## config.mk

```make
export PLATFORM = sky130hd
export DESIGN_NAME = rtc_regport
export DESIGN_NICKNAME = d
export VERILOG_FILES = /design/src/rtl/rtc_regport_pkg.sv /design/src/rtl/rtc_store.sv /design/src/rtl/rtc_ctrl_regs.sv /design/src/rtl/rtc_flag_unit.sv /design/src/rtl/rtc_regport.sv
export SDC_FILE = /design/constraint.sdc
export NUM_CORES = 1
export LEC_CHECK = 0
export BUFFER_PORTS_ARGS = -buffer_cell sky130_fd_sc_hd__buf_2
export CAP_MARGIN = 20
export CORE_ASPECT_RATIO = 2
export CORE_MARGIN = 2
export CORE_UTILIZATION = 64
export CTS_BUF_LIST = sky130_fd_sc_hd__clkbuf_8 sky130_fd_sc_hd__clkbuf_16
export DETAILED_ROUTE_END_ITERATION = 8
export PLACE_DENSITY = 0.83
export SLEW_MARGIN = 10
export SYNTH_ARGS = -nofsm -noshare
export SYNTH_HDL_FRONTEND = slang
export SYNTH_SLANG_ARGS = --single-unit
```

## constraint.sdc

```tcl
create_clock -name clk -period 2.6 [get_ports clk]
set_input_delay 0.65 -clock clk [delete_from_list [all_inputs] [get_ports clk]]
set_output_delay 0.65 -clock clk [all_outputs]
set_load 0.01 [all_outputs]
```

## src/rtl/rtc_regport_pkg.sv

```systemverilog
package rtc_regport_pkg;
  localparam int IDX_W  = 7;
  localparam int DATA_W = 8;

  localparam logic [IDX_W-1:0] IDX_RATE   = 7'h0A;
  localparam logic [IDX_W-1:0] IDX_ENAB   = 7'h0B;
  localparam logic [IDX_W-1:0] IDX_STAT   = 7'h0C;
  localparam logic [IDX_W-1:0] IDX_VALID  = 7'h0D;

  localparam logic [DATA_W-2:0] RATE_INIT  = 7'h26;
  localparam logic [DATA_W-1:0] ENAB_INIT  = 8'h02;
  localparam logic [DATA_W-1:0] VALID_VAL  = 8'h80;
  // enable bits dropped by a soft clear: periodic(6), alarm(5), square wave(3)
  localparam logic [DATA_W-1:0] ENAB_CLR   = 8'h68;
  localparam logic [DATA_W-1:0] IDX_PORT_RD = 8'hFF;

  // flag order in every 3-bit vector: {periodic, alarm, update} = bits 6:4
  localparam int FLAG_LO = 4;
  localparam int FLAG_HI = 6;
  localparam int SUM_BIT = 7;

  function automatic logic enable_hit(input logic [2:0] en, input logic [2:0] flags);
    return |(en & flags);
  endfunction

  function automatic logic is_ctrl_idx(input logic [IDX_W-1:0] idx);
    return (idx >= IDX_RATE) && (idx <= IDX_VALID);
  endfunction
endpackage

```

## src/rtl/rtc_store.sv

```systemverilog
module rtc_store
  import rtc_regport_pkg::*;
#(
  parameter int AW = IDX_W,
  parameter int DW = DATA_W
) (
  input  logic          clk,
  input  logic          rst_n,
  input  logic          we,
  input  logic [AW-1:0] addr,
  input  logic [DW-1:0] wdata,
  output logic [DW-1:0] rdata
);
  localparam int DEPTH = 1 << AW;

  logic [DW-1:0] mem [DEPTH];

  always_ff @(posedge clk or negedge rst_n) begin
    if (!rst_n) begin
      for (int i = 0; i < DEPTH; i++) mem[i] <= '0;
    end else if (we) begin
      mem[addr] <= wdata;
    end
  end

  assign rdata = mem[addr];

  // a stored byte reads back on the following cycle at the same index
  a_r2_store_readback: assert property (@(posedge clk) disable iff (!rst_n)
    we |=> (($past(addr) != addr) || (rdata == $past(wdata))));
endmodule

```

## src/rtl/rtc_ctrl_regs.sv

```systemverilog
module rtc_ctrl_regs
  import rtc_regport_pkg::*;
(
  input  logic              clk,
  input  logic              rst_n,
  input  logic              soft_clr,
  input  logic              wr_rate,
  input  logic              wr_enab,
  input  logic [DATA_W-1:0] wdata,
  output logic [DATA_W-2:0] rate_q,
  output logic [DATA_W-1:0] enab_q
);
  always_ff @(posedge clk or negedge rst_n) begin
    if (!rst_n) begin
      rate_q <= RATE_INIT;
    end else if (wr_rate) begin
      rate_q <= wdata[DATA_W-2:0];
    end
  end

  always_ff @(posedge clk or negedge rst_n) begin
    if (!rst_n) begin
      enab_q <= ENAB_INIT;
    end else if (soft_clr) begin
      enab_q <= enab_q & ~ENAB_CLR;
    end else if (wr_enab) begin
      enab_q <= wdata;
    end
  end

  // soft clear leaves the dropped enables low
  a_r10_enables_cleared: assert property (@(posedge clk) disable iff (!rst_n)
    soft_clr |=> ((enab_q & ENAB_CLR) == '0));

  // the stored rate bits change only through a write
  a_r4_rate_hold: assert property (@(posedge clk) disable iff (!rst_n)
    !wr_rate |=> $stable(rate_q));
endmodule

```

## src/rtl/rtc_flag_unit.sv

```systemverilog
module rtc_flag_unit
  import rtc_regport_pkg::*;
(
  input  logic              clk,
  input  logic              rst_n,
  input  logic              soft_clr,
  input  logic              rd_stat,
  input  logic              wr_enab,
  input  logic [2:0]        wr_en_bits,
  input  logic [2:0]        cur_en_bits,
  input  logic [2:0]        flag_set,
  output logic [DATA_W-1:0] stat_q,
  output logic              irq
);
  logic [2:0] flags_q, flags_n;
  logic       sum_q, sum_n;
  logic [2:0] en_eff;
  logic       pulse_hit;

  assign en_eff    = wr_enab ? wr_en_bits : cur_en_bits;
  assign pulse_hit = enable_hit(en_eff, flag_set);

  always_comb begin
    flags_n = flags_q;
    sum_n   = sum_q;
    if (rd_stat) begin
      flags_n = '0;
      sum_n   = 1'b0;
    end
    if (wr_enab) sum_n = enable_hit(wr_en_bits, flags_q);
    flags_n = flags_n | flag_set;
    if (pulse_hit) sum_n = 1'b1;
    if (soft_clr) begin
      flags_n = '0;
      sum_n   = 1'b0;
    end
  end

  always_ff @(posedge clk or negedge rst_n) begin
    if (!rst_n) begin
      flags_q <= '0;
      sum_q   <= 1'b0;
    end else begin
      flags_q <= flags_n;
      sum_q   <= sum_n;
    end
  end

  assign stat_q = {sum_q, flags_q, 4'b0000};
  assign irq    = sum_q;

  // a read with no coincident pulse empties the byte and drops irq
  a_r5_read_clears: assert property (@(posedge clk) disable iff (!rst_n)
    (rd_stat && !soft_clr && flag_set == 3'b000) |=> (stat_q == '0 && !irq));

  // an enabled pulse raises irq on the next cycle
  a_r6_enabled_pulse_irq: assert property (@(posedge clk) disable iff (!rst_n)
    (pulse_hit && !soft_clr) |=> irq);

  // without a read, enable write, soft clear or enabled pulse, irq holds
  a_r6_irq_holds: assert property (@(posedge clk) disable iff (!rst_n)
    (!pulse_hit && !wr_enab && !rd_stat && !soft_clr) |=> (irq == $past(irq)));

  // enable write re-evaluates against flags already pending
  a_r7_enable_reeval: assert property (@(posedge clk) disable iff (!rst_n)
    (wr_enab && !soft_clr && flag_set == 3'b000) |=>
      (irq == |($past(wr_en_bits) & $past(flags_q))));

  // a pulse coincident with a read survives the clear
  a_r8_pulse_kept: assert property (@(posedge clk) disable iff (!rst_n)
    (rd_stat && !soft_clr) |=> ((flags_q & $past(flag_set)) == $past(flag_set)));

  // soft clear empties the status byte
  a_r10_status_cleared: assert property (@(posedge clk) disable iff (!rst_n)
    soft_clr |=> (stat_q == '0 && !irq));
endmodule

```

## src/rtl/rtc_regport.sv

```systemverilog
module rtc_regport
  import rtc_regport_pkg::*;
(
  input  logic              clk,
  input  logic              rst_n,
  input  logic              soft_clr,
  input  logic              bus_wr,
  input  logic              bus_rd,
  input  logic              bus_addr,
  input  logic [DATA_W-1:0] bus_wdata,
  output logic [DATA_W-1:0] bus_rdata,
  input  logic              uip_in,
  input  logic              pf_set,
  input  logic              af_set,
  input  logic              uf_set,
  output logic [DATA_W-1:0] ctrl_a,
  output logic [DATA_W-1:0] ctrl_b,
  output logic              irq
);
  logic [IDX_W-1:0]  idx_q;
  logic [DATA_W-2:0] rate_q;
  logic [DATA_W-1:0] enab_q, stat_q, store_rd;
  logic              do_rd, idx_we, data_we;
  logic              wr_rate, wr_enab, wr_stat, store_we, rd_stat;
  logic [2:0]        flag_set;

  assign do_rd    = bus_rd & ~bus_wr;
  assign idx_we   = bus_wr & ~bus_addr;
  assign data_we  = bus_wr & bus_addr;
  assign wr_rate  = data_we && (idx_q == IDX_RATE);
  assign wr_enab  = data_we && (idx_q == IDX_ENAB);
  assign wr_stat  = data_we && (idx_q == IDX_STAT);
  assign store_we = data_we && !is_ctrl_idx(idx_q);
  assign rd_stat  = do_rd && bus_addr && (idx_q == IDX_STAT);
  assign flag_set = {pf_set, af_set, uf_set};

  always_ff @(posedge clk or negedge rst_n) begin
    if (!rst_n) idx_q <= '0;
    else if (idx_we) idx_q <= bus_wdata[IDX_W-1:0];
  end

  rtc_store #(.AW(IDX_W), .DW(DATA_W)) u_store (
    .clk   (clk),
    .rst_n (rst_n),
    .we    (store_we),
    .addr  (idx_q),
    .wdata (bus_wdata),
    .rdata (store_rd)
  );

  rtc_ctrl_regs u_ctrl (
    .clk      (clk),
    .rst_n    (rst_n),
    .soft_clr (soft_clr),
    .wr_rate  (wr_rate),
    .wr_enab  (wr_enab),
    .wdata    (bus_wdata),
    .rate_q   (rate_q),
    .enab_q   (enab_q)
  );

  rtc_flag_unit u_flags (
    .clk         (clk),
    .rst_n       (rst_n),
    .soft_clr    (soft_clr),
    .rd_stat     (rd_stat),
    .wr_enab     (wr_enab),
    .wr_en_bits  (bus_wdata[FLAG_HI:FLAG_LO]),
    .cur_en_bits (enab_q[FLAG_HI:FLAG_LO]),
    .flag_set    (flag_set),
    .stat_q      (stat_q),
    .irq         (irq)
  );

  always_comb begin
    if (!bus_addr) begin
      bus_rdata = IDX_PORT_RD;
    end else begin
      unique case (idx_q)
        IDX_RATE:  bus_rdata = {uip_in, rate_q};
        IDX_ENAB:  bus_rdata = enab_q;
        IDX_STAT:  bus_rdata = stat_q;
        IDX_VALID: bus_rdata = VALID_VAL;
        default:   bus_rdata = store_rd;
      endcase
    end
  end

  assign ctrl_a = {uip_in, rate_q};
  assign ctrl_b = enab_q;

  // a bus write to the status byte alone leaves it unchanged
  a_r3_status_write_ignored: assert property (@(posedge clk) disable iff (!rst_n)
    (wr_stat && flag_set == 3'b000 && !soft_clr) |=> $stable(stat_q));

  // index register follows only even-address writes
  a_r1_index_hold: assert property (@(posedge clk) disable iff (!rst_n)
    !idx_we |=> $stable(idx_q));
endmodule

```

# --- Word level (Yosys, flattened, before mapping) ---
# Cells that the tools add are included.
# W data, S select, Z words.
totals:
  regBits: 1050
  input_bits: 18
  output_inout_bits: 25
  wordCells: 182
classes:
  magnitude_cmp: 4
  n_eq_ne: 4
  muxes: 17
  bitwise: 10
  reduce_logical: 13
ops:
  columns: ["operator", "count"]
  rows:
  - ["$bwmux W1024", 1]
  - ["$bmux W8 S7", 1]
  - ["$demux W8 S7", 1]
  - ["$mux W8", 4]
  - ["$pmux W8 S4", 1]
  - ["$eq A7 B4 Y1 const B", 4]
  - ["$mux W7", 2]
  - ["$mux W3", 3]
  - ["$ge A8 B8 Y1 const B", 1]
  - ["$lt A8 B1 Y1 const B", 1]
  - ["$not A7 Y8", 1]
  - ["$ge A7 B4 Y1 const B", 1]
  - ["$le A7 B4 Y1 const B", 1]
  - ["$logic_and A1 B1 Y1", 7]
  - ["$and A3 B3 Y3", 2]
  - ["$reduce_or A3 Y1", 2]
  - ["$mux W1", 4]
  - ["$reduce_bool A4 Y1", 1]
  - ["$and A1 B1 Y1", 3]
  - ["$not A1 Y1", 3]
  - ["$or A3 B3 Y3", 1]
  - ["$reduce_and A2 Y1", 1]
  - ["$reduce_bool A2 Y1", 1]
  - ["$logic_not A1 Y1", 1]

# --- Longest topological paths before layout ---
# Gate-level depths: netlist of the first run.
depth:
  depth_word: 8
  mapped_depth: 10
  mapped_depth_nobuf: 6

# --- Cells and area by module ---
# A second synthesis of the first run with hierarchy kept.
hier_totals:
  cells_unflattened: 3735
  area_unflattened_um2: 48743.0
modules_own_cells:
  columns: ["mod", "n_inst", "cells_per_inst", "area_per_inst_um2", "seq_area_each_um2"]
  rows:
  - ["rtc_store", 1, 3604, 47290.4, 25624.6]
  - ["rtc_regport", 1, 68, 605.6, 175.2]
  - ["rtc_ctrl_regs", 1, 35, 590.6, 380.4]
  - ["rtc_flag_unit", 1, 28, 256.5, 100.1]

# --- Least setup slack after synthesis of the first run ---
# Ideal clock, no wire load.
synth_path:
  path_kind: "flip-flop to output port"
  from: "reg idx_q[2]"
  to: "out bus_rdata[5]"
  t_arrival_ps: 1895
  t_required_ps: 1950
  setup_slack_ps: 55
  path_stages_with_launch: 10
  path_buffers: 3
  path_cell_list: "dfrtp_1 buf_4 or2_2 buf_2 buf_2 o22ai_1 o21ai_0 a41oi_1 nor4_1 o21ai_0"
synth_via:
  elab_chain_cells: 6
synth_rtl:
  columns: ["element", "line_no", "rtl"]
  rows:
  - ["from (decl)", "rtc_regport.sv:20", "logic [IDX_W-1:0] idx_q;"]
  - ["from (signal assigned)", "rtc_regport.sv:39", "else if (idx_we) idx_q <= bus_wdata[IDX_W-1:0];"]
  - ["$not A7 Y8 (not written as such)", "rtc_store.sv:26", "assign rdata = mem[addr];"]
  - ["$bmux W8 S7", "rtc_store.sv:26", null]
  - ["$mux W8 (not written as such) (2 in a row)", "rtc_store.sv:26", null]
  - ["$pmux W8 S4 *", "rtc_regport.sv:79", "unique case (idx_q)"]
  - ["$mux W8 *", "rtc_regport.sv:76", "if (!bus_addr) begin"]
  - ["to (decl)", "rtc_regport.sv:11", "output logic [DATA_W-1:0] bus_rdata,"]
# Mark *: on every way between the ends. The rest lies on a longest branch, timed or not. The select of a mux whose other input is x is not followed.

# --- Worst setup path after layout of the first run ---
layout_path:
  from: "reg idx_q[0]"
  to: "out bus_rdata[1]"
# The elaborated chain is that of the path after synthesis.

==> impl_metrics.yaml, run 1 <==
outcome:
  status: "finished with violations"
  violations: "setup timing"
timing:
  fin_hold_ws_ps: 220.8
  finalSetupViolations: 931
  finalCriticalPeriod_ps: 4149
  fin_ws_ps: -1549
  max_clock_freq_mhz: 241.0
  finalCritPeriodShare_pct: 159.6
  grt_setup_unrepaired: "true"
  maxSlewHeadroom_pct: 36.95
  finalHoldViolations: 0
  final.setup_skew_ps: 15.36
  worst-slew-pin-transition_ps: 945.7
  maxSlewViolCount: 0
power:
  vdd_drop_max_mv: 0.6388
  power_density_nw_per_um2: 694.7
  p_leak_nw: 27.44
detailed_routing:
  via_count: 31770
  routed_wl_mm: 140.8
  drc: 0
  avgViaCountPerCell: 6.617
  drt_iter0_markers: 2284
  ant_nets: 0
  firstDrtPassIters: 5
  wl_per_cell_um: 29.33
yosys:
  synth_area_per_cell_um2: 13.82
  synthFlopType: "dfrtp_1"
  ys_async_sr_fraction_pct: 100.0
  synth_edf_count: 0
  yosys.area_share.simple_pct: 3.275
  ys_types: 40
  synth_fp_nets: 3535
  synth_compound_area_share_pct: 5.497
  netlist_top_cells_count: "dfrtp_1, mux2_2, mux2i_1"
  synth_top_family_by_area: "multiplexers"
  synth_fa_ha_area_share_pct: 0
  synth-seq-cells: 1050
  synth.top_cells.by_area: "dfrtp_1, mux2_2, mux2i_1"
  ys_warn_count: 0
  synthXorXnorAreaFrac_pct: 0
  ys_seq_area_share_pct: 54.08
  syn_inst: 3517
  yosysMostFrequentCell: "dfrtp_1"
  yosysTopAreaCellShare_pct: 53.87
  yosys.area.top_type: "dfrtp_1"
  synthMuxAreaShare_pct: 34.23
  netlist_area_um2: 48590
critical_path:
  cp.required_ps: 1950
  cp_slowest_stage_delay_ps: 490
  crit_cells: 11
  critPathBufInv: 5
  crit_slowest_cell: "dfrtp_4"
  worstSetupStartpointType: "flip-flop"
  cp_cell_sequence: "buf_12 -> buf_16 -> mux2i_1 -> o22ai_1 -> o21ai_1 -> buf_4 -> a41oi_2 -> nor4_4 -> buf_4 -> o221ai_1 -> buf_2"
  crit_top_cell: "buf_4"
  cp-end-kind: "output port"
  path_delay_family: "buffers and inverters"
  critPathMaxFanout: 24
  r2r_end: "u_store.mem[461]"
  crit_start: "idx_q[0]"
  cp.arrival_ps: 3500
  crit_end: "bus_rdata[1]"
  reg2reg_slack_ps: -290
  reg2reg_depth: 10
  critPathKind: "reg -> out"
  r2r_start: "idx_q[0]"
floorplanning:
  dieArea_um2: 78280
  start_util_pct: 64.81
  core_area_um2: 74980
  die_h_um: 393.7
  die_x_um: 198.8
  rows: 142
  pin_count: 43
clock_tree:
  clkLatencyLatePin_ps: 690
  cts_buffers: 88
  clock_path_buffers: 3
  cts_tree: "built"
  root_buffer: "clkbuf_16"
  cts_sinks: 1050
  h-tree-depth: 3
  cts.clk_slew.worst_paths_ps: 70
job:
  cap_violations: 0
global_route:
  grt_pass1_wl_mm: 208.4
  overflow: 0
  grt_pass1_vias: 34880
  track_usage_pct: 35.55
  grt_antenna_before_repair: 0
  grt_start_max_net_pins: 128
cells_and_area:
  syn_to_final_growth_pct: 19.36
  stdcell_count: 4801
  n_antenna_cell: 0
  drive_gt1_share_pct: 46.22
  fin_nets: 3740
placed_design:
  dpl.cell_count: 4587
  gp_congestion: 0.9560
  hpwl_mm: 86.98
  numPortBuffers: 42
worst_hold_path:
  worstHoldPathType: "in -> reg"
cell type report:
class	count	area [um^2]
fillers	4089	16980
multi-input cells	2167	22190
clock inverters	55	480.5
flip-flops and latches	1050	26280
repair buffers	414	5300
inverters	1	3.754
well taps	1008	1261
clock buffers	106	2484
layer usage:
metal  global-route usage, %  part of all wire [%]  up-vias
met1                   38.80                    35    16590
met5                       0                     0        -
li1                        -                     -    13290
met2                   59.15                    50     1292
met3                   6.853                   6.1      596
met4                   29.98                   9.2        0
kinds of logic (layout without fill, tap and decap cells):
logic type,Yosys count,after routing
AND/OR/NAND/NOR,193,193
multiplexers,1535,1535
AO/OA/AOI/OAI,439,439
buffers and inverters,300,576
flip-flops,1050,1050
through the flow:
step | power, mW | setup WS, ps | setup TNS, ps | utilization [%] | cell area [um^2]
after floorplan | 23.10 | 54.90 | 0 | - | 48590
after global placement | 25.43 | -1124 | -7586 | 70.27 | 52680
after detailed placement | 25.87 | -1095 | -12910 | 70.27 | 52680
after CTS | 39.91 | -1451 | -95670 | 75.69 | 56750
final | 40.29 | -1549 | -146830 | 77.35 | 58000
after global routing | 41.49 | -1644 | -180000 | 77.35 | 58000
worst min path at each step:
stage | end | depth (start not counted) | from
after floorplan | idx_q[0] | 0 | rst_n
after global placement | u_store.mem[937] | 0 | u_store.mem[937]
after detailed placement | u_store.mem[926] | 0 | u_store.mem[926]
after CTS | u_flags.flags_q[2] | 3 | pf_set
after global routing | u_flags.flags_q[0] | 3 | uf_set
final | u_flags.flags_q[2] | 3 | pf_set
worst register-to-register path: cells and delay by family (launching register included):
family,cells,cell delay (ps)
AND/OR/NAND/NOR,3,900
buffers and inverters,6,970
flip-flops,1,540
multiplexers,1,390
report_power, final:
| group | switching (mW) | internal [mW] |
|---|---|---|
| combinational | 3.87 | 3.62 |
| sequential | 1.06 | 18.0 |
| clock | 6.13 | 7.60 |
registers in the layout (all words and copies together), names as in the netlist:
register and count:
u_flags.irq 1, idx_q 7, u_ctrl.rate_q 7, u_store.mem 1024
u_flags.flags_q 3, u_ctrl.enab_q 8
layout by cell type, fill, tap and decap left out, drive strengths merged, types with 2 or more instances in the layout:
master and n:
a21oi 7, bufbuf 5, dfrtp 1046, buf 404
o221ai 5, clkbuf 110, o22ai 256, or2 2
dfstp 4, nor2 136, o21ai 134, a41oi 32
inv 21, a31oi 2, mux2 1012, nor4 8
nand2 16, clkinv 26, nand4 2, mux2i 523
bufinv 8, nand2b 5, nor2b 7, nand3 11
what timing repair did:
action / in CTS / in global routing
pin swaps: 45 / 51
endpoints found under the setup margin: 465 / 980
hold endpoints to repair: 24 / 0
resized for setup: 158 / 207
hold buffers: 1 / 0
gates cloned: 11 / 4
buffers inserted: 17 / 20
Note: power is estimated with default switching activity, not from simulation.
==> inputs of run 2 (changes only) <==
--- a/config.mk
+++ b/config.mk
@@ -17,3 +17,4 @@
 export SYNTH_ARGS = -nofsm -noshare
 export SYNTH_HDL_FRONTEND = slang
 export SYNTH_SLANG_ARGS = --single-unit
+export TNS_END_PERCENT = 1
==> constraint.sdc (replaced) <==
create_clock -name clk -period 3.89 [get_ports clk]
set_input_delay 0.9725 -clock clk [delete_from_list [all_inputs] [get_ports clk]]
set_output_delay 0.9725 -clock clk [all_outputs]
set_load 0.01 [all_outputs]
==> run 2 against run 1 <==
- the run still ends with setup timing left
- core utilization decreased by 3.0 points
- hold slack improved by 7.9 ps
- total power fell by 33%
- clock power down 30%
- setup slack better by 1000 ps
- sequential share of layout area increased by 1.9 points
- critical path depth grew 2
- via count down 0.92%
- cell count shrank 2.5%
- count of clock-buffer cells in the layout did not move
- cell area is 3.9% lower
- die area unchanged
- critical path type unchanged
- critical endpoint unchanged
==> impl_metrics.yaml, run 2 (synthesized netlist as in run 1, its figures left out) <==
detailed_routing:
  via_count: 31480
  ant_nets: 0
  firstDrtPassIters: 5
  avgViaCountPerCell: 6.721
  drc: 0
  wl_per_cell_um: 29.32
  drt_iter0_markers: 2359
  routed_wl_mm: 137.3
placed_design:
  gp_congestion: 0.9536
  numPortBuffers: 42
  hpwl_mm: 84.56
  dpl.cell_count: 4474
timing:
  finalHoldViolations: 0
  finalSetupViolations: 8
  grt_setup_unrepaired: "true"
  finalCritPeriodShare_pct: 114.1
  fin_ws_ps: -549.3
  fin_setup_tns_ps: -4135
  final.setup_skew_ps: 25.20
  max_clock_freq_mhz: 225.3
  maxSlewHeadroom_pct: 36.40
  maxSlewViolCount: 0
  worst-slew-pin-transition_ps: 954.0
  finalCriticalPeriod_ps: 4439
  fin_hold_ws_ps: 228.7
cells_and_area:
  multi_input_area_um2: 21690
  stdcell_count: 4683
  fillers: 4398
  register_area_um2: 26290
  fin_util_pct: 74.31
  n_antenna_cell: 0
  layout_common_cells: "dfrtp_1, mux2_2, mux2i_1, o22ai_1, buf_4"
  syn_to_final_growth_pct: 14.65
  top_register: "u_store.mem"
  fin_nets: 3619
  drive_gt1_share_pct: 45.71
  final_common_cell: "dfrtp_1"
  largest_register_ffs: 1024
  top_regs: "u_store.mem: 1024 flops, u_ctrl.enab_q: 8 flops"
job:
  cap_violations: 0
power:
  pwr-share-comb_pct: 18.0
  power_density_nw_per_um2: 487.6
  switching_power_mw: 7.464
  internal_power_mw: 19.70
  swShare_pct: 27.48
  power_mw: 27.17
  p_leak_nw: 26.43
  p_clk_share_pct: 35.1
  vdd_drop_max_mv: 0.3659
  p_seq_share_pct: 46.9
clock_tree:
  cts_buffers: 89
  postCtsHoldBufs: 0
  h-tree-depth: 3
  cts.clk_slew.worst_paths_ps: 70
  clkLatencyLatePin_ps: 710
  cts_tree: "built"
  root_buffer: "clkbuf_16"
  cts_sinks: 1050
  clock_path_buffers: 3
floorplanning:
  core_area_um2: 74980
  rows: 142
  start_util_pct: 64.81
  dieArea_um2: 78280
  die_x_um: 198.8
  pin_count: 43
  die_h_um: 393.7
critical_path:
  critPathMaxFanout: 9
  crit_top_cell: "buf_12"
  cp.arrival_ps: 3470
  cp_slowest_stage_delay_ps: 510
  path_delay_family: "buffers and inverters"
  worstSetupStartpointType: "flip-flop"
  cp-end-kind: "output port"
  critPathKind: "reg -> out"
  cp_cell_sequence: "buf_12 -> buf_12 -> buf_16 -> buf_12 -> buf_12 -> buf_12 -> mux2i_1 -> o22ai_1 -> o21ai_2 -> a41oi_4 -> nor4_4 -> o221ai_1 -> buf_2"
  cp.required_ps: 2920
  critPathBufInv: 7
  crit_slowest_cell: "dfrtp_4"
global_route:
  grt_pass1_wl_mm: 208.1
  grt_start_max_net_pins: 121
  track_usage_pct: 35.52
  grt_antenna_before_repair: 3
  overflow: 0
  grt_pass1_vias: 34290
worst_hold_path:
  worstHoldPathType: "in -> async"
outcome:
  violations: "setup timing"
  status: "finished with violations"
run 2: cell types whose count changed in the layout (fill, tap and decap cells not counted), moves of 24 or more:
cell | before | now
nor2_4 | 103 | 75
mux2_2 | 810 | 972
o21ai_0 | 68 | 44
mux2_4 | 164 | 0
nor2_2 | 23 | 51
buf_4 | 201 | 174
buf_12 | 144 | 38
run 2: worst paths after layout:
| check | from | end | slack [ps] | cells after the start |
|---|---|---|---|---|
| worst max-delay path | idx_q[0] | bus_rdata[1] | -550 | 13 |
| worst min-delay path | rst_n | u_store.mem[917] | 230 | 1 |
| worst max register to register | idx_q[0] | u_store.mem[12] | 610 | 10 |
| worst min register to register | u_store.mem[932] | u_store.mem[932] | 380 | 0 |
| max in group asynchronous | rst_n | u_store.mem[283] | 2440 | 2 |
| min in group clk | u_store.mem[932] | u_store.mem[932] | 380 | 0 |
run 2: layout make-up:
cell class | instances | area share (%)
inverter | 1 | 0.006737
clock inverter | 59 | 1.159
tap | 1008 | 2.264
multi-input combinational | 2168 | 38.93
sequential | 1050 | 47.18
timing repair buffer | 291 | 6.021
clock buffer | 106 | 4.438
run 2: repair_timing:
item                       CTS  global route
gates resized for setup    203            55
setup endpoints to repair    8             8
pin swaps                   36            18
buffers inserted            19            11
gates cloned                17             1
run 2: power by group through the flow:
stage / sequential [mW] / combinational, mW / clock (mW)
2_1_floorplan: 12.6 / 2.81 / 0
3_3_place_gp: 12.8 / 4.01 / 0
3_5_place_dp: 12.9 / 4.17 / 0
4_1_cts: 12.7 / 4.71 / 9.60
5_1_grt: 12.8 / 5.10 / 10.1
6_report: 12.7 / 4.88 / 9.54
run 2: metal layers:
metal / part of all wire, % / global-route usage (%) / vias to the layer above
met4: 9.0 / 28.97 / 2
met5: 0.0066 / 0 / -
met2: 49 / 57.65 / 1358
li1: - / - / 13030
met1: 35 / 39.85 / 16510
met3: 6.4 / 7.863 / 577
run 2: per-stage QoR:
stage          setup slack [ps]  area, um^2
6_report                 -549.3       55710
3_5_place_dp             -505.6       50800
5_1_grt                  -596.4       55710
2_1_floorplan              1022       48590
3_3_place_gp             -512.1       50800
4_1_cts                  -433.4       55380
